**config.mk**
```make
export PLATFORM = sky130hd
export DESIGN_NAME = twc_regfront
export DESIGN_NICKNAME = d
export VERILOG_FILES = /design/src/rtl/twc_pkg.sv /design/src/rtl/twc_decode.sv /design/src/rtl/twc_xfer_ctrl.sv /design/src/rtl/twc_status.sv /design/src/rtl/twc_regfront.sv
export SDC_FILE = /design/constraint.sdc
export NUM_CORES = 1
export LEC_CHECK = 0
export BUFFER_PORTS_ARGS = -buffer_cell sky130_fd_sc_hd__buf_2
export CORE_MARGIN = 3
export CORE_UTILIZATION = 35
export CTS_CLUSTER_SIZE = 24
export DETAILED_ROUTE_END_ITERATION = 6
export HOLD_SLACK_MARGIN = 0.08
export PLACE_DENSITY = 0.69
export SYNTH_ARGS = -nofsm -noshare
export SYNTH_HDL_FRONTEND = slang
export SYNTH_SLANG_ARGS = --single-unit
```
**constraint.sdc**
```tcl
create_clock -name clk -period 1.9 [get_ports clk]
set_input_delay 0.19 -clock clk [delete_from_list [all_inputs] [get_ports clk]]
set_output_delay 0.19 -clock clk [all_outputs]
set_load 0.02 [all_outputs]
```
**src/rtl/twc_pkg.sv**
```systemverilog
package twc_pkg;
  localparam int DW   = 32;
  localparam int NW   = 2;
  localparam int NREG = 11;

  // word indexes (byte offset / 4)
  localparam int W_CTRL = 0;
  localparam int W_CLK  = 1;
  localparam int W_IEN  = 2;
  localparam int W_IST  = 3;
  localparam int W_IDX0 = 4;
  localparam int W_LEN  = 6;
  localparam int W_DAT0 = 7;
  localparam int W_LINE = 9;
  localparam int W_INIT = 10;

  // control bit positions
  localparam int C_GO   = 7;
  localparam int C_STOP = 6;
  localparam int C_GIE  = 1;
  localparam int C_SRST = 0;

  localparam int LEN_RD_BIT = 4;
  localparam int EID_LSB    = 8;

  function automatic logic [DW-1:0] pack_ctrl(logic busy, logic gie, logic srst);
    logic [DW-1:0] v;
    v = '0;
    v[C_GO]   = busy;
    v[C_GIE]  = gie;
    v[C_SRST] = srst;
    return v;
  endfunction

  function automatic logic [DW-1:0] pack_line(logic [3:0] ovr, logic sda, logic scl);
    logic [DW-1:0] v;
    v = '0;
    v[3:0] = ovr;
    v[4]   = sda;
    v[5]   = scl;
    return v;
  endfunction
endpackage

```
**src/rtl/twc_decode.sv**
```systemverilog
module twc_decode #(
  parameter int AW   = 6,
  parameter int NREG = 11
) (
  input  logic            valid,
  input  logic [AW-1:0]   addr,
  output logic [NREG-1:0] sel
);
  localparam int IW = AW - 2;

  logic aligned;
  assign aligned = (addr[1:0] == 2'b00);

  for (genvar i = 0; i < NREG; i++) begin : g_hit
    assign sel[i] = valid && aligned && (addr[AW-1:2] == IW'(i));
  end
endmodule

```
**src/rtl/twc_xfer_ctrl.sv**
```systemverilog
module twc_xfer_ctrl (
  input  logic clk,
  input  logic rst_n,
  input  logic wr_ctrl,
  input  logic w_go,
  input  logic w_stop,
  input  logic w_gie,
  input  logic w_srst,
  input  logic eng_done,
  input  logic eng_err,
  output logic busy,
  output logic gie,
  output logic srst,
  output logic eng_start,
  output logic eng_abort,
  output logic ev_done_ok,
  output logic ev_done_err,
  output logic ev_load_busy
);
  logic busy_q, gie_q, srst_q, start_q, abort_q;
  logic req_go, req_stop;

  assign req_go   = wr_ctrl && w_go;
  assign req_stop = wr_ctrl && w_stop;

  // named events for the status block and the assertions
  assign ev_load_busy = !srst_q && busy_q && req_go && !req_stop;
  assign ev_done_ok   = !srst_q && busy_q && !req_stop && eng_done && !eng_err;
  assign ev_done_err  = !srst_q && busy_q && !req_stop && eng_done && eng_err;

  always_ff @(posedge clk or negedge rst_n) begin
    if (!rst_n) begin
      busy_q  <= 1'b0;
      gie_q   <= 1'b0;
      srst_q  <= 1'b0;
      start_q <= 1'b0;
      abort_q <= 1'b0;
    end else if (srst_q) begin
      busy_q  <= 1'b0;
      gie_q   <= 1'b0;
      srst_q  <= 1'b0;
      start_q <= 1'b0;
      abort_q <= busy_q;
    end else begin
      start_q <= 1'b0;
      abort_q <= 1'b0;
      if (wr_ctrl) begin
        gie_q  <= w_gie;
        srst_q <= w_srst;
      end
      if (busy_q) begin
        if (req_stop) begin
          busy_q  <= 1'b0;
          abort_q <= 1'b1;
        end else if (eng_done) begin
          busy_q <= 1'b0;
        end
      end else if (req_go) begin
        busy_q  <= 1'b1;
        start_q <= 1'b1;
      end
    end
  end

  assign busy      = busy_q;
  assign gie       = gie_q;
  assign srst      = srst_q;
  assign eng_start = start_q;
  assign eng_abort = abort_q;

  p_start_single_r2: assert property (@(posedge clk) disable iff (!rst_n)
    eng_start |=> !eng_start);
  p_start_busy_r2: assert property (@(posedge clk) disable iff (!rst_n)
    eng_start |-> busy);
  p_done_idle_r3: assert property (@(posedge clk) disable iff (!rst_n)
    (busy && eng_done && !req_stop && !srst) |=> !busy);
  p_abort_pulse_r5: assert property (@(posedge clk) disable iff (!rst_n)
    (busy && req_stop && !srst) |=> (eng_abort && !busy));
  p_no_restart_r6: assert property (@(posedge clk) disable iff (!rst_n)
    ev_load_busy |=> !eng_start);
  p_soft_reset_r11: assert property (@(posedge clk) disable iff (!rst_n)
    srst |=> (!busy && !gie && !srst));
endmodule

```
**src/rtl/twc_status.sv**
```systemverilog
module twc_status #(
  parameter int EID_W = 8
) (
  input  logic             clk,
  input  logic             rst_n,
  input  logic             srst,
  input  logic             gie,
  input  logic             wr_ien,
  input  logic             wr_ist,
  input  logic [2:0]       wbits,
  input  logic             ev_ok,
  input  logic             ev_err,
  input  logic             ev_lb,
  input  logic [EID_W-1:0] eid_in,
  output logic [2:0]       ien,
  output logic [2:0]       ist,
  output logic [EID_W-1:0] eid,
  output logic             irq
);
  logic [2:0]       ien_q, ist_q;
  logic [EID_W-1:0] eid_q;
  logic [2:0]       clr_mask, set_mask;

  assign clr_mask = wr_ist ? wbits : 3'b000;
  assign set_mask = {ev_lb, ev_err, ev_ok};

  always_ff @(posedge clk or negedge rst_n) begin
    if (!rst_n) begin
      ien_q <= '0;
      ist_q <= '0;
      eid_q <= '0;
    end else if (srst) begin
      ien_q <= '0;
      ist_q <= '0;
      eid_q <= '0;
    end else begin
      if (wr_ien) ien_q <= wbits;
      ist_q <= (ist_q & ~clr_mask) | set_mask;
      if (ev_err) eid_q <= eid_in;
    end
  end

  assign ien = ien_q;
  assign ist = ist_q;
  assign eid = eid_q;
  assign irq = gie && |(ist_q & ien_q);

  p_lb_sets_r6: assert property (@(posedge clk) disable iff (!rst_n)
    (ev_lb && !srst) |=> ist[2]);
  p_w1c_clears_r7: assert property (@(posedge clk) disable iff (!rst_n)
    (wr_ist && wbits[0] && !ev_ok && !srst) |=> !ist[0]);
  p_err_id_r3: assert property (@(posedge clk) disable iff (!rst_n)
    (ev_err && !srst) |=> (ist[1] && eid == $past(eid_in)));
endmodule

```
**src/rtl/twc_regfront.sv**
```systemverilog
module twc_regfront #(
  parameter int AW    = 6,
  parameter int LEN_W = 3,
  parameter int EID_W = 8,
  parameter int DIV_W = 8,
  parameter int DLY_W = 3
) (
  input  logic                            clk,
  input  logic                            rst_n,
  input  logic                            bus_valid,
  input  logic                            bus_write,
  input  logic [AW-1:0]                   bus_addr,
  input  logic [twc_pkg::DW-1:0]          bus_wdata,
  output logic [twc_pkg::DW-1:0]          bus_rdata,
  output logic                            irq,
  output logic                            eng_start,
  output logic                            eng_abort,
  output logic                            eng_read,
  output logic [LEN_W-1:0]                eng_len,
  output logic [twc_pkg::DW*twc_pkg::NW-1:0] eng_index,
  output logic [twc_pkg::DW*twc_pkg::NW-1:0] eng_wdata,
  input  logic                            eng_done,
  input  logic                            eng_err,
  input  logic [EID_W-1:0]                eng_err_id,
  input  logic [twc_pkg::DW*twc_pkg::NW-1:0] eng_rdata,
  output logic [DIV_W-1:0]                cfg_div,
  output logic [DLY_W-1:0]                cfg_delay,
  output logic                            sda_force_en,
  output logic                            sda_force_val,
  output logic                            scl_force_en,
  output logic                            scl_force_val,
  input  logic                            sda_in,
  input  logic                            scl_in,
  output logic [twc_pkg::DW-1:0]          init_cfg
);
  import twc_pkg::*;

  logic [NREG-1:0] sel, wr;
  logic busy, gie, srst;
  logic ev_ok, ev_err, ev_lb;
  logic [2:0] ien, ist;
  logic [EID_W-1:0] eid;
  logic load_rd;

  logic [DIV_W-1:0] div_q;
  logic [DLY_W-1:0] dly_q;
  logic [LEN_W-1:0] len_q;
  logic             rd_q;
  logic [3:0]       line_q;
  logic [DW-1:0]    init_q;

  twc_decode #(.AW(AW), .NREG(NREG)) u_dec (
    .valid (bus_valid),
    .addr  (bus_addr),
    .sel   (sel)
  );

  assign wr = bus_write ? sel : '0;

  twc_xfer_ctrl u_xfer (
    .clk          (clk),
    .rst_n        (rst_n),
    .wr_ctrl      (wr[W_CTRL]),
    .w_go         (bus_wdata[C_GO]),
    .w_stop       (bus_wdata[C_STOP]),
    .w_gie        (bus_wdata[C_GIE]),
    .w_srst       (bus_wdata[C_SRST]),
    .eng_done     (eng_done),
    .eng_err      (eng_err),
    .busy         (busy),
    .gie          (gie),
    .srst         (srst),
    .eng_start    (eng_start),
    .eng_abort    (eng_abort),
    .ev_done_ok   (ev_ok),
    .ev_done_err  (ev_err),
    .ev_load_busy (ev_lb)
  );

  twc_status #(.EID_W(EID_W)) u_stat (
    .clk    (clk),
    .rst_n  (rst_n),
    .srst   (srst),
    .gie    (gie),
    .wr_ien (wr[W_IEN]),
    .wr_ist (wr[W_IST]),
    .wbits  (bus_wdata[2:0]),
    .ev_ok  (ev_ok),
    .ev_err (ev_err),
    .ev_lb  (ev_lb),
    .eid_in (eng_err_id),
    .ien    (ien),
    .ist    (ist),
    .eid    (eid),
    .irq    (irq)
  );

  // returned bytes land with the same edge that raises the complete bit
  assign load_rd = ev_ok && rd_q;

  always_ff @(posedge clk or negedge rst_n) begin
    if (!rst_n) begin
      div_q  <= '0;
      dly_q  <= '0;
      len_q  <= '0;
      rd_q   <= 1'b0;
      line_q <= '0;
      init_q <= '0;
    end else if (srst) begin
      div_q  <= '0;
      dly_q  <= '0;
      len_q  <= '0;
      rd_q   <= 1'b0;
      line_q <= '0;
      init_q <= '0;
    end else begin
      if (wr[W_CLK]) begin
        div_q <= bus_wdata[DIV_W-1:0];
        dly_q <= bus_wdata[8 +: DLY_W];
      end
      if (wr[W_LEN]) begin
        len_q <= bus_wdata[LEN_W-1:0];
        rd_q  <= bus_wdata[LEN_RD_BIT];
      end
      if (wr[W_LINE]) line_q <= bus_wdata[3:0];
      if (wr[W_INIT]) init_q <= bus_wdata;
    end
  end

  for (genvar g = 0; g < NW; g++) begin : g_word
    logic [DW-1:0] idx_w, dat_w;
    always_ff @(posedge clk or negedge rst_n) begin
      if (!rst_n) begin
        idx_w <= '0;
        dat_w <= '0;
      end else if (srst) begin
        idx_w <= '0;
        dat_w <= '0;
      end else begin
        if (wr[W_IDX0 + g]) idx_w <= bus_wdata;
        if (load_rd) dat_w <= eng_rdata[g*DW +: DW];
        else if (wr[W_DAT0 + g]) dat_w <= bus_wdata;
      end
    end
    assign eng_index[g*DW +: DW] = idx_w;
    assign eng_wdata[g*DW +: DW] = dat_w;
  end

  // read-back views
  logic [NREG-1:0][DW-1:0] rv;
  always_comb begin
    rv = '0;
    rv[W_CTRL] = pack_ctrl(busy, gie, srst);
    rv[W_CLK][DIV_W-1:0]   = div_q;
    rv[W_CLK][8 +: DLY_W]  = dly_q;
    rv[W_IEN][2:0]         = ien;
    rv[W_IST][2:0]         = ist;
    rv[W_IST][EID_LSB +: EID_W] = eid;
    for (int k = 0; k < NW; k++) begin
      rv[W_IDX0 + k] = eng_index[k*DW +: DW];
      rv[W_DAT0 + k] = eng_wdata[k*DW +: DW];
    end
    rv[W_LEN][LEN_W-1:0]   = len_q;
    rv[W_LEN][LEN_RD_BIT]  = rd_q;
    rv[W_LINE] = pack_line(line_q, sda_in, scl_in);
    rv[W_INIT] = init_q;
  end

  always_comb begin
    bus_rdata = '0;
    if (!bus_write) begin
      for (int k = 0; k < NREG; k++) begin
        if (sel[k]) bus_rdata = bus_rdata | rv[k];
      end
    end
  end

  assign eng_read      = rd_q;
  assign eng_len       = len_q;
  assign cfg_div       = div_q;
  assign cfg_delay     = dly_q;
  assign sda_force_en  = line_q[0];
  assign sda_force_val = line_q[1];
  assign scl_force_en  = line_q[2];
  assign scl_force_val = line_q[3];
  assign init_cfg      = init_q;

  p_read_load_r4: assert property (@(posedge clk) disable iff (!rst_n)
    load_rd |=> (eng_wdata == $past(eng_rdata)));
  p_fail_keeps_data_r4: assert property (@(posedge clk) disable iff (!rst_n)
    (ev_err && !wr[W_DAT0] && !wr[W_DAT0+1]) |=> $stable(eng_wdata));
endmodule

```
==> impl_results.rst, run 1 <==
.. list-table::
   :header-rows: 1

   * - Metric
     - Value
   * - Least-Margin Pin Slew
     - 0.763 ns
   * - Total GRT Usage
     - 0.255
   * - Startpoint of the tightest hold check path
     - bus_wdata[1]
   * - Net Count, Synth
     - 1220
   * - Buffers from clock root to sink, at most
     - 2
   * - Final number of hold-violating endpoints
     - 0
   * - Cell-by-cell listing of the critical path
     - mux2i_2 -> o2bb2ai_2 -> a32oi_2 -> o32ai_2 -> buf_2
   * - Cell area after placement
     - approximately 0.013 mm²
   * - Fill count
     - around 2600
   * - Worst reg2reg path depth
     - 7
   * - Terminus of the critical flop-to-flop path
     - g_word[0].dat_w[11]$_DFFE_PN0P_
   * - Final net count
     - 1703
   * - Endpoints failing setup
     - 6
   * - Layout-stage area growth over the synthesis result
     - 45.8%
   * - Ratio of final minimum period to clock period
     - 1.05
   * - Number of placed I/O pins
     - 332
   * - Async set-reset flop share out of synthesis
     - 1.00
   * - DIE AREA
     - 0.0326 mm²
   * - H-tree depth
     - 4
   * - Largest family of logic cells by synthesized area
     - compound AO/OA/AOI/OAI gates
   * - Worst Hold End
     - g_word[0].idx_w[1]$_DFFE_PN0P_
   * - Fraction of final layout cells sized beyond drive strength 1
     - 0.398
   * - Sw Share
     - 0.316
   * - Placement Rows
     - 63
   * - Post-route clock skew
     - about 0.013 ns
   * - Internal power
     - 0.00727 W
   * - Combinational cell fraction of total power
     - 0.211
   * - Fraction of synthesized cell area in xor and xnor cells
     - 0
   * - Synthesized instance count
     - 1102
   * - Diode count
     - 0
   * - Time the worst path needs with I/O delays and setup
     - 2.00 ns
   * - Number of cells on the worst hold path
     - 3
   * - Relative contribution of sequential cells to total power
     - 0.457
   * - Final routed DRC violation total
     - 0
   * - Worst-path maximum fanout
     - 3
   * - PortBufs
     - 331
   * - Leak pwr
     - 8.03 nW
   * - Adder-Cell Fraction of Synth Area
     - 0
   * - Cell with the largest stage delay on the worst path
     - dfrtp_1
   * - Synth Area in Compound Gates
     - 0.202
   * - Routability Congestion
     - 0.943
   * - Required time worst endpoint
     - between 1.5 and 2 ns
   * - Multiplexer fraction of the synthesized cell area
     - 0.127
   * - Remaining max-slew budget at the tightest pin
     - 0.492
   * - Count of maximum capacitance violations
     - 0
   * - Arr. time, crit path
     - about 1.8 ns
   * - Worst Setup End Kind
     - output pin
   * - Maximum number of pins on one net before global-route repair
     - around 120
   * - Mapped Area
     - 0.0107 mm²
   * - Least setup slack across all paths after layout
     - -0.104 ns
   * - Net switching power
     - 0.00337 W
   * - Post-DP HPWL
     - approximately 30000 µm
   * - Origin of the critical flop-to-flop path
     - eng_read$_DFFE_PN0P_
   * - Initial Utilization
     - 0.358
   * - Synth Flop Type
     - dfrtp_1
   * - Synthesis Warnings
     - 0
   * - Floorplan Core Area
     - 0.0298 mm²
   * - Startpoint kind of the worst setup timing path
     - flip-flop
   * - Root Buffer Master
     - clkbuf_16
   * - TritonCTS clock tree
     - built
   * - Total number of vias
     - 11129
   * - Number of library cell types mapped by synthesis
     - 61
   * - Number of buffers inserted during clock tree synthesis
     - 17
   * - Kind of cell with the highest combined delay on the critical path
     - compound AO/OA/AOI/OAI gates
   * - Avg Synthesized Cell Area
     - about 9.7 µm²
   * - Commonest non-fill, non-tap cells in the layout
     - buf_2, nand2_1, dfrtp_1
   * - Maximum ir drop on the vdd rail
     - 598 µV
   * - Overall die width
     - 180 µm
   * - Proportion of power drawn by the clock network
     - 0.332
   * - Wire length of the first global-routing pass
     - 65700 µm
   * - Via density per instance
     - 5.60
   * - Post-DR wirelength/cell
     - 21.7 µm
   * - Result of the run
     - finished, violations left
   * - Worst path bufs/invs
     - 1
   * - Number of enable flip-flop cells after synthesis
     - 0
   * - Max-slew violations
     - 0
   * - Power density over the cells
     - 685 mW/mm²
   * - Simple-Gate Fraction of Synth Area
     - 0.159
   * - Vias in the first global route
     - ~11000
   * - R2R setup slack
     - 0.20 ns
   * - Clock transition at the registers of the reported paths
     - around 0.08 ns
   * - Worst-case setup slack after placement
     - -0.113 ns
   * - Failing checks
     - setup timing
   * - Iteration-0 DRC count of the detailed router
     - 960
   * - #FFs+latches synth
     - around 200
   * - Global route overflow
     - 0
   * - Proportion of synthesized chip area in sequential cells
     - 0.465
   * - RSZ-0062 raised after global routing
     - true
   * - Critical path class
     - reg -> out
   * - First drt pass iteration count
     - 5
   * - Number of antenna violations at the first check in global routing
     - 0
   * - F_max
     - 499 MHz
   * - Type of the most critical hold path
     - in -> reg
   * - Most common cell after layout, fill and taps aside
     - buf_2
   * - Final WL
     - 43200 µm
   * - Post-route standard cell area excluding fillers
     - approximately 0.016 mm²
   * - Die boundary height
     - 180 µm
   * - Antenna violation net count after detailed routing
     - 0
   * - CP peak stage delay
     - 0.42 ns
   * - Sink count of the clock tree
     - 198
   * - Skew-Pair Late Insertion Delay
     - 0.45 ns
==> cells by family (layout without fill, tap and decap cells) <==
| group | Yosys count | in the layout |
|---|---|---|
| AND/OR/NAND/NOR | 387 | 387 |
| buffers and inverters | 107 | 602 |
| multiplexers | 128 | 128 |
| AO/OA/AOI/OAI | 282 | 282 |
| flip-flops | 198 | 198 |
==> per-stage QoR <==
step	std cells	util	hold slack [ns]	setup TNS, ns	power (W)
2_1_floorplan	1102	-	-0.106	-0.0173	0.00589
3_3_place_gp	1827	0.451	0.150	-0.858	0.00683
3_5_place_dp	1827	0.451	0.156	-1.78	0.00687
4_1_cts	1976	0.511	0.0846	-0.542	0.0106
5_1_grt	1987	0.521	0.105	-0.950	0.0111
6_report	1987	0.521	0.118	-0.289	0.0106
==> timing repair <==
item                                    CTS  global route
pin swaps                                15            11
endpoints found under the setup margin   17            19
hold endpoints to repair                298             0
gates resized for setup                  27            47
hold buffers                            103             0
setup buffers                            15            10
gates cloned                              0             1
==> worst register-to-register path: stages (launching register included) <==
cell and delay [ns]:
dfrtp_1 0.38, buf_4 0.15, and4b_1 0.20, o31ai_4 0.07
buf_4 0.24, buf_4 0.24, nor2_1 0.09, a211oi_2 0.22
==> worst max path at each step <==
stage	start	endpoint	cells after the start
2_1_floorplan	bus_addr[1]	bus_rdata[1]	5
3_3_place_gp	bus_addr[1]	bus_rdata[11]	8
3_5_place_dp	bus_addr[1]	bus_rdata[11]	8
4_1_cts	g_word[0].dat_w[10]$_DFFE_PN0P_	bus_rdata[10]	5
5_1_grt	g_word[0].dat_w[13]$_DFFE_PN0P_	bus_rdata[13]	4
6_report	g_word[1].dat_w[1]$_DFFE_PN0P_	bus_rdata[1]	5
==> per-layer routing <==
layer | global-route usage | vias to the layer above | part of all wire
met5 | 0 | - | 0
met4 | 0.103 | 0 | 0.032
met3 | 0.0470 | 98 | 0.075
met2 | 0.422 | 596 | 0.49
met1 | 0.331 | 5537 | 0.41
li1 | - | 4898 | -
==> registers in the layout, indices dropped and copies added (netlist names), 4 cells and up <==
name,cells
init_cfg,32
cfg_div,8
g_word.idx_w,64
u_stat.eid,8
line_q,4
g_word.dat_w,64
==> final cells by class <==
cell class / count / area [µm²] / area share
multi-input cells: 797 / 5450 / 0.351
flip-flops and latches: 198 / 4960 / 0.320
inverters: 7 / 26.3 / 0.00169
repair buffers: 564 / 4050 / 0.261
clock inverters: 13 / 114 / 0.00733
well taps: 390 / 488 / 0.0314
clock buffers: 18 / 439 / 0.0283
==> power by group through the flow <==
stage	Combinational (W)	Sequential (W)	Clock, W
4_1_cts	0.00215	0.00485	0.00361
3_3_place_gp	0.00189	0.00494	0
5_1_grt	0.00239	0.00490	0.00379
3_5_place_dp	0.00192	0.00495	0
2_1_floorplan	0.000654	0.00524	0
6_report	0.00224	0.00486	0.00354
==> Yosys cell counts, drive strengths merged, types with 3 or more instances <==
cell type	number	area share
dfrtp	198	0.47
mux2i	98	0.092
or3	5	0.0029
mux2	27	0.029
a22oi	34	0.024
nand3	13	0.0061
o21ai	4	0.0019
nand2	210	0.074
buf	50	0.027
clkbuf	50	0.018
o31ai	3	0.0026
a22o	16	0.013
a222oi	5	0.0047
and3	7	0.0041
nor2b	8	0.0047
nor3	13	0.0090
a31o	4	0.0033
a211oi	67	0.074
a21oi	122	0.057
mux4	3	0.0063
nor3b	3	0.0026
nand3b	4	0.0028
a32o	4	0.0038
nand4	9	0.0053
nor4	3	0.0023
o211ai	3	0.0021
nor2	100	0.035
inv	7	0.0025
(Power assumes the default switching activity.)
==> run 2: changes to the inputs <==
CORE_ASPECT_RATIO = 1.4   (was unset)
SKIP_LAST_GASP = 1   (was unset)
==> run 2 against run 1 <==
The run still ends with setup timing left. Flip-flop and latch count stayed put. Die area about the same. Worst hold slack gained 0.0060 ns. Critical path depth stayed put. Via count shrank 2.5%. Maximum frequency rose by 1.3%. Critical path type unchanged. First-iteration DRC count is 1.9% higher. Non-clock buffer count shrank 13. Power about the same.
==> impl_results.rst, run 2 (synthesized netlist as in run 1, its figures left out) <==
.. list-table::
   :header-rows: 1

   * - Metric
     - Value
   * - Fraction of final layout cells sized beyond drive strength 1
     - 0.387
   * - Placement Rows
     - 75
   * - Final net count
     - 1690
   * - Die boundary height
     - roughly 210 µm
   * - Maximum ir drop on the vdd rail
     - 605 µV
   * - Routability Congestion
     - 0.916
   * - Proportion of power drawn by the clock network
     - 0.337
   * - Remaining max-slew budget at the tightest pin
     - 0.285
   * - Kind of cell with the highest combined delay on the critical path
     - flip-flops
   * - Startpoint kind of the worst setup timing path
     - flip-flop
   * - Cell area after placement
     - between 0.01 and 0.015 mm²
   * - Final WL
     - 41900 µm
   * - Type of the most critical hold path
     - in -> reg
   * - Post-route standard cell area excluding fillers
     - 0.0154 mm²
   * - First drt pass iteration count
     - 5
   * - Count of maximum capacitance violations
     - 0
   * - Worst path bufs/invs
     - 1
   * - Time the worst path needs with I/O delays and setup
     - 1.98 ns
   * - Most common cell after layout, fill and taps aside
     - buf_2
   * - Vias in the first global route
     - around 11000
   * - Least-Margin Pin Slew
     - 1.07 ns
   * - Worst hold-check slack
     - 0.124 ns
   * - Wire length of the first global-routing pass
     - 63100 µm
   * - Number of antenna violations at the first check in global routing
     - 1
   * - Endpoints failing setup
     - 8
   * - Floorplan Core Area
     - approximately 0.03 mm²
   * - Critical path class
     - reg -> out
   * - Post-DR wirelength/cell
     - 21.3 µm
   * - Leak pwr
     - 7.99 nW
   * - Required time worst endpoint
     - around 1.7 ns
   * - Overall die width
     - 153 µm
   * - H-tree depth
     - 4
   * - Cell Count Post-Placement
     - 1817
   * - F_max
     - 505 MHz
   * - Final routed DRC violation total
     - 0
   * - Cell-by-cell listing of the critical path
     - mux2i_1 -> nor3_1 -> a21o_1 -> o311a_1 -> buf_2
   * - Number of buffers inserted during clock tree synthesis
     - 17
   * - Layout-stage area growth over the synthesis result
     - 45.0%
   * - Sw Share
     - 0.308
   * - Iteration-0 DRC count of the detailed router
     - 978
   * - Least setup slack across all paths after layout
     - -0.0790 ns
   * - Initial Utilization
     - 0.355
   * - Number of placed I/O pins
     - 332
   * - PortBufs
     - 331
   * - RSZ-0062 raised after global routing
     - true
   * - Maximum number of pins on one net before global-route repair
     - 105
   * - Power density over the cells
     - 689 mW/mm²
   * - Root Buffer Master
     - clkbuf_16
   * - Skew-Pair Late Insertion Delay
     - 0.45 ns
   * - Post-route clock skew
     - 0.0131 ns
   * - Worst-path maximum fanout
     - 2
   * - Total GRT Usage
     - 0.248
   * - Final number of hold-violating endpoints
     - 0
   * - Layer with the highest usage after global routing
     - met2
   * - Worst-case setup slack after placement
     - -0.152 ns
   * - Cell with the largest stage delay on the worst path
     - dfrtp_4
   * - Antenna violation net count after detailed routing
     - 0
   * - Met2 track utilization from global routing
     - 0.436
   * - Post-DP HPWL
     - 29000 µm
   * - TritonCTS clock tree
     - built
   * - Combinational cell fraction of total power
     - 0.207
   * - CP peak stage delay
     - 0.49 ns
   * - Internal power
     - between 0.007 and 0.008 W
   * - Commonest non-fill, non-tap cells in the layout
     - buf_2, nand2_1, dfrtp_1
   * - Sink count of the clock tree
     - 198
   * - Number of standard cells in the final layout excluding fillers
     - 1971
   * - DIE AREA
     - 0.0326 mm²
   * - Buffers from clock root to sink, at most
     - 2
   * - Relative contribution of sequential cells to total power
     - 0.456
   * - Ratio of final minimum period to clock period
     - 1.04
   * - Total number of vias
     - 10856
   * - Met1 track utilization from global routing
     - 0.291
   * - Worst Setup End Kind
     - output pin
   * - Failing checks
     - setup timing
   * - Arr. time, crit path
     - 1.79 ns
   * - Via density per instance
     - between 5 and 6
   * - Net switching power
     - ~0.0033 W
   * - Max-slew violations
     - 0
   * - Met3 Resource Use GR
     - 0.0450
   * - Clock transition at the registers of the reported paths
     - 0.07 ns
   * - Result of the run
     - finished, violations left
   * - Global route overflow
     - 0
-- run 2: cell count changes in the layout (fill, tap and decap cells not counted), sizes merged --
| cell | before | now |
|---|---|---|
| diode | 0 | 1 |
| inv | 14 | 11 |
| buf | 459 | 447 |
| clkinvlp | 0 | 3 |
| bufinv | 0 | 1 |
| clkbuf | 20 | 21 |
| clkinv | 6 | 4 |
-- run 2: path summary, 6_finish.rpt --
path,slack (ns),to,startpoint,cells after the start
setup / recovery,-0.08,bus_rdata[0],u_xfer.srst$_DFF_PN0_,5
hold / removal,0.12,init_cfg[1]$_DFFE_PN0P_,bus_wdata[1],3
setup reg to reg,0.13,u_stat.eid[5]$_DFFE_PN0P_,u_xfer.srst$_DFF_PN0_,6
hold reg to reg,0.51,u_stat.eid[3]$_DFFE_PN0P_,u_stat.eid[3]$_DFFE_PN0P_,1
max in group asynchronous,0.97,g_word[1].dat_w[25]$_DFFE_PN0P_,rst_n,3
min in group asynchronous,0.25,g_word[0].dat_w[1]$_DFFE_PN0P_,rst_n,2
-- run 2: layer usage --
layer / vias up / part of all wire
li1: 4869 / -
met2: 584 / 0.51
met1: 5271 / 0.37
met4: 0 / 0.047
met5: - / 0
met3: 132 / 0.071
-- run 2: repair_timing --
action,4_1_cts,5_1_grt
resized for setup,26,34
endpoints found under the setup margin,15,38
setup buffers,12,6
pin swaps,15,11
hold buffers,103,0
endpoints found under the hold margin,349,0
-- run 2: tightest hold or removal path: stages --
cell and delay [ns]:
buf_2 0.19, nand2_1 0.09, a21oi_1 0.05
-- run 2: metrics by stage --
stage / total power, W / setup TNS [ns] / util
5_1_grt: 0.0110 / -0.868 / 0.514
3_5_place_dp: 0.00687 / -4.21 / 0.449
4_1_cts: 0.0107 / -0.718 / 0.509
2_1_floorplan: 0.00589 / -0.0173 / -
3_3_place_gp: 0.00683 / -1.86 / 0.449
6_report: 0.0106 / -0.329 / 0.514
-- run 2: cell type report --
class,instances,area (µm²)
fill,2624,14600
timing repair buffer,551,3990
clock buffer,20,447
sequential,198,4960
antenna,1,2.50
clock inverter,12,119
tap,385,482
inverter,7,26.3
multi-input combinational,797,5420
-- run 2: power by group through the flow --
stage / Combinational (W) / Sequential [W] / Clock (W)
after CTS: 0.00216 / 0.00484 / 0.00368
after global routing: 0.00235 / 0.00488 / 0.00381
after floorplan: 0.000654 / 0.00524 / 0
final: 0.00221 / 0.00485 / 0.00359
after detailed placement: 0.00194 / 0.00493 / 0
after global placement: 0.00190 / 0.00492 / 0
==> run 3: changes to the inputs <==
BUFFER_PORTS_ARGS = unset   (was -buffer_cell sky130_fd_sc_hd__buf_2)
DONT_BUFFER_PORTS = 1   (was unset)
PLACE_DENSITY = 0.6   (was 0.69)
==> run 3 against run 2 <==
The run ends with hold timing, setup timing left. Count of clock-buffer cells in the layout did not move. Worst hold slack got worse by 0.69 ns. Flip-flop and latch count did not move. Non-clock buffer count fell by 347. Die area did not move. Clock skew rose by 0.0016 ns. Final cell count fell by 18%. First-iteration DRC count fell by 28%. Global-route usage fell by 0.61 points. Final area fell by 11%. Critical endpoint is now bus_rdata[2]. Highest routed layer unchanged.
==> impl_results.rst, run 3 (synthesized netlist as in run 1, its figures left out) <==
.. list-table::
   :header-rows: 1

   * - Metric
     - Value
   * - Number of antenna violations at the first check in global routing
     - 0
   * - Overall die width
     - approximately 150 µm
   * - Final routed DRC violation total
     - 0
   * - Critical path class
     - reg -> out
   * - Initial Utilization
     - 0.355
   * - Post-DP HPWL
     - roughly 26000 µm
   * - Routed length on met3
     - 3320 µm
   * - F_max
     - ~490 MHz
   * - Antenna violation net count after detailed routing
     - 0
   * - Remaining max-slew budget at the tightest pin
     - 0.619
   * - Final WL
     - 40300 µm
   * - Proportion of power drawn by the clock network
     - 0.377
   * - Max-slew violations
     - 0
   * - Worst Setup End Kind
     - output pin
   * - Total GRT Usage
     - 0.242
   * - Cts hold-fix bufs
     - 109
   * - Net switching power
     - 0.00293 W
   * - H-tree depth
     - 4
   * - Routability Congestion
     - 0.863
   * - Required time worst endpoint
     - 1.71 ns
   * - PortBufs
     - 0
   * - Pwr Total
     - 0.0103 W
   * - RSZ-0062 raised after global routing
     - true
   * - Die boundary height
     - 212 µm
   * - Result of the run
     - finished, violations left
   * - Failing checks
     - hold timing, setup timing
   * - Wire length of the first global-routing pass
     - 60900 µm
   * - Floorplan Core Area
     - approximately 0.03 mm²
   * - DIE AREA
     - 0.0326 mm²
   * - Diode count
     - 0
   * - Commonest non-fill, non-tap cells in the layout
     - nand2_1, dfrtp_1, a21oi_1
   * - Ratio of final minimum period to clock period
     - 1.07
   * - Met2 wire length
     - 20400 µm
   * - Number of buffers inserted during clock tree synthesis
     - 17
   * - Total negative setup slack
     - -0.653 ns
   * - Skew-Pair Late Insertion Delay
     - between 0.4 and 0.5 ns
   * - Buffers from clock root to sink, at most
     - 2
   * - Fraction of final layout cells sized beyond drive strength 1
     - 0.256
   * - TritonCTS clock tree
     - built
   * - First drt pass iteration count
     - 5
   * - Final net count
     - 1343
   * - Worst-path maximum fanout
     - 3
   * - Maximum number of pins on one net before global-route repair
     - 199
   * - Clock transition at the registers of the reported paths
     - ~0.070 ns
   * - Placement Rows
     - between 70 and 80
   * - Sink count of the clock tree
     - 198
   * - Post-route clock skew
     - around 0.015 ns
   * - Least-Margin Pin Slew
     - ~0.57 ns
   * - Most common cell after layout, fill and taps aside
     - nand2_1
   * - Internal power
     - 0.00737 W
   * - Time the worst path needs with I/O delays and setup
     - 2.04 ns
   * - Global route overflow
     - 0
   * - Type of the most critical hold path
     - in -> async
   * - Power density over the cells
     - 753 mW/mm²
   * - Terminus of the critical flop-to-flop path
     - u_stat.ist[0]$_DFF_PN0_
   * - Highest routing layer actually used
     - met4
   * - Met1 wire length
     - 14800 µm
   * - Origin of the critical flop-to-flop path
     - u_xfer.srst$_DFF_PN0_
   * - Endpoints failing setup
     - 9
   * - Sw Share
     - 0.285
   * - Arr. time, crit path
     - 1.85 ns
   * - Leak pwr
     - 6.22 nW
   * - Vias in the first global route
     - about 9900
   * - Final number of hold-violating endpoints
     - just under 200
   * - Total number of vias
     - 9467
   * - Worst reg2reg path depth
     - 6
   * - R2R setup slack
     - 0.11 ns
   * - Startpoint kind of the worst setup timing path
     - flip-flop
   * - Number of placed I/O pins
     - 332
   * - Combinational cell fraction of total power
     - 0.105
   * - Post-DR wirelength/cell
     - 24.8 µm
   * - Iteration-0 DRC count of the detailed router
     - 703
   * - Count of maximum capacitance violations
     - 0
   * - Root Buffer Master
     - clkbuf_16
   * - Worst hold-check slack
     - -0.563 ns
   * - Layout-stage area growth over the synthesis result
     - 28.3%
   * - Maximum ir drop on the vdd rail
     - 603 µV
   * - Least setup slack across all paths after layout
     - -0.140 ns
   * - Relative contribution of sequential cells to total power
     - 0.518
   * - Via density per instance
     - 5.83
## run 3: changes by cell type in the layout (fill, tap and decap cells not counted), sizes merged
cell,change
inv,-3
bufinv,+3
diode,-1
clkinv,+1
clkbuf,-1
clkinvlp,-1
dlygate4sd3,+6
buf,-352
## run 3: timing repair
item	CTS	global route
endpoints found under the hold margin	395	198
gates resized for setup	62	41
buffers inserted	0	3
setup endpoints to repair	18	26
pin swaps	22	14
## run 3: cell type report
class,count,area [µm²]
fillers,2813,16400
repair buffers,204,2080
flip-flops and latches,198,5030
inverters,7,26.3
clock buffers,20,437
multi-input cells,797,5440
clock inverters,12,176
well taps,385,482
## run 3: how the worst max path moves through the flow
stage,start,to,slack (ns),cells after the start
final,g_word[0].dat_w[2]$_DFFE_PN0P_,bus_rdata[2],-0.14,4
after global routing,g_word[0].dat_w[2]$_DFFE_PN0P_,bus_rdata[2],-0.19,4
after CTS,g_word[0].dat_w[2]$_DFFE_PN0P_,bus_rdata[2],-0.17,4
after detailed placement,bus_addr[0],g_word[0].dat_w[22]$_DFFE_PN0P_,0.06,5
after global placement,bus_addr[1],bus_rdata[13],-0.06,7
after floorplan,bus_addr[1],bus_rdata[1],-0.02,5
## run 3: worst max-delay path: stages (launching register included)
cell and delay, ns:
dfrtp_2 0.47, mux4_2 0.54, nor2_4 0.13, o32ai_2 0.10, buf_4 0.17
## run 3: per-layer routing
layer	global-route usage	vias to the layer above
met5	0	-
met4	0.112	0
met3	0.0735	115
met2	0.415	482
met1	0.277	4689
li1	-	4181
## run 3: per-stage QoR
stage	area (µm²)	std cells	setup slack, ns	utilization
floorplan	10700	1102	-0.0173	-
global placement	11700	1479	-0.0586	0.389
detailed placement	11700	1479	0.0617	0.389
CTS	13500	1620	-0.170	0.451
global route	13700	1623	-0.186	0.455
finish	13700	1623	-0.140	0.455
## run 3: power groups by stage
stage	clock network, W	logic [W]	registers [W]
floorplan	0	0.000654	0.00524
global placement	0	0.000760	0.00538
detailed placement	0	0.000789	0.00538
CTS	0.00397	0.00106	0.00532
global route	0.00412	0.00118	0.00537
finish	0.00389	0.00108	0.00533
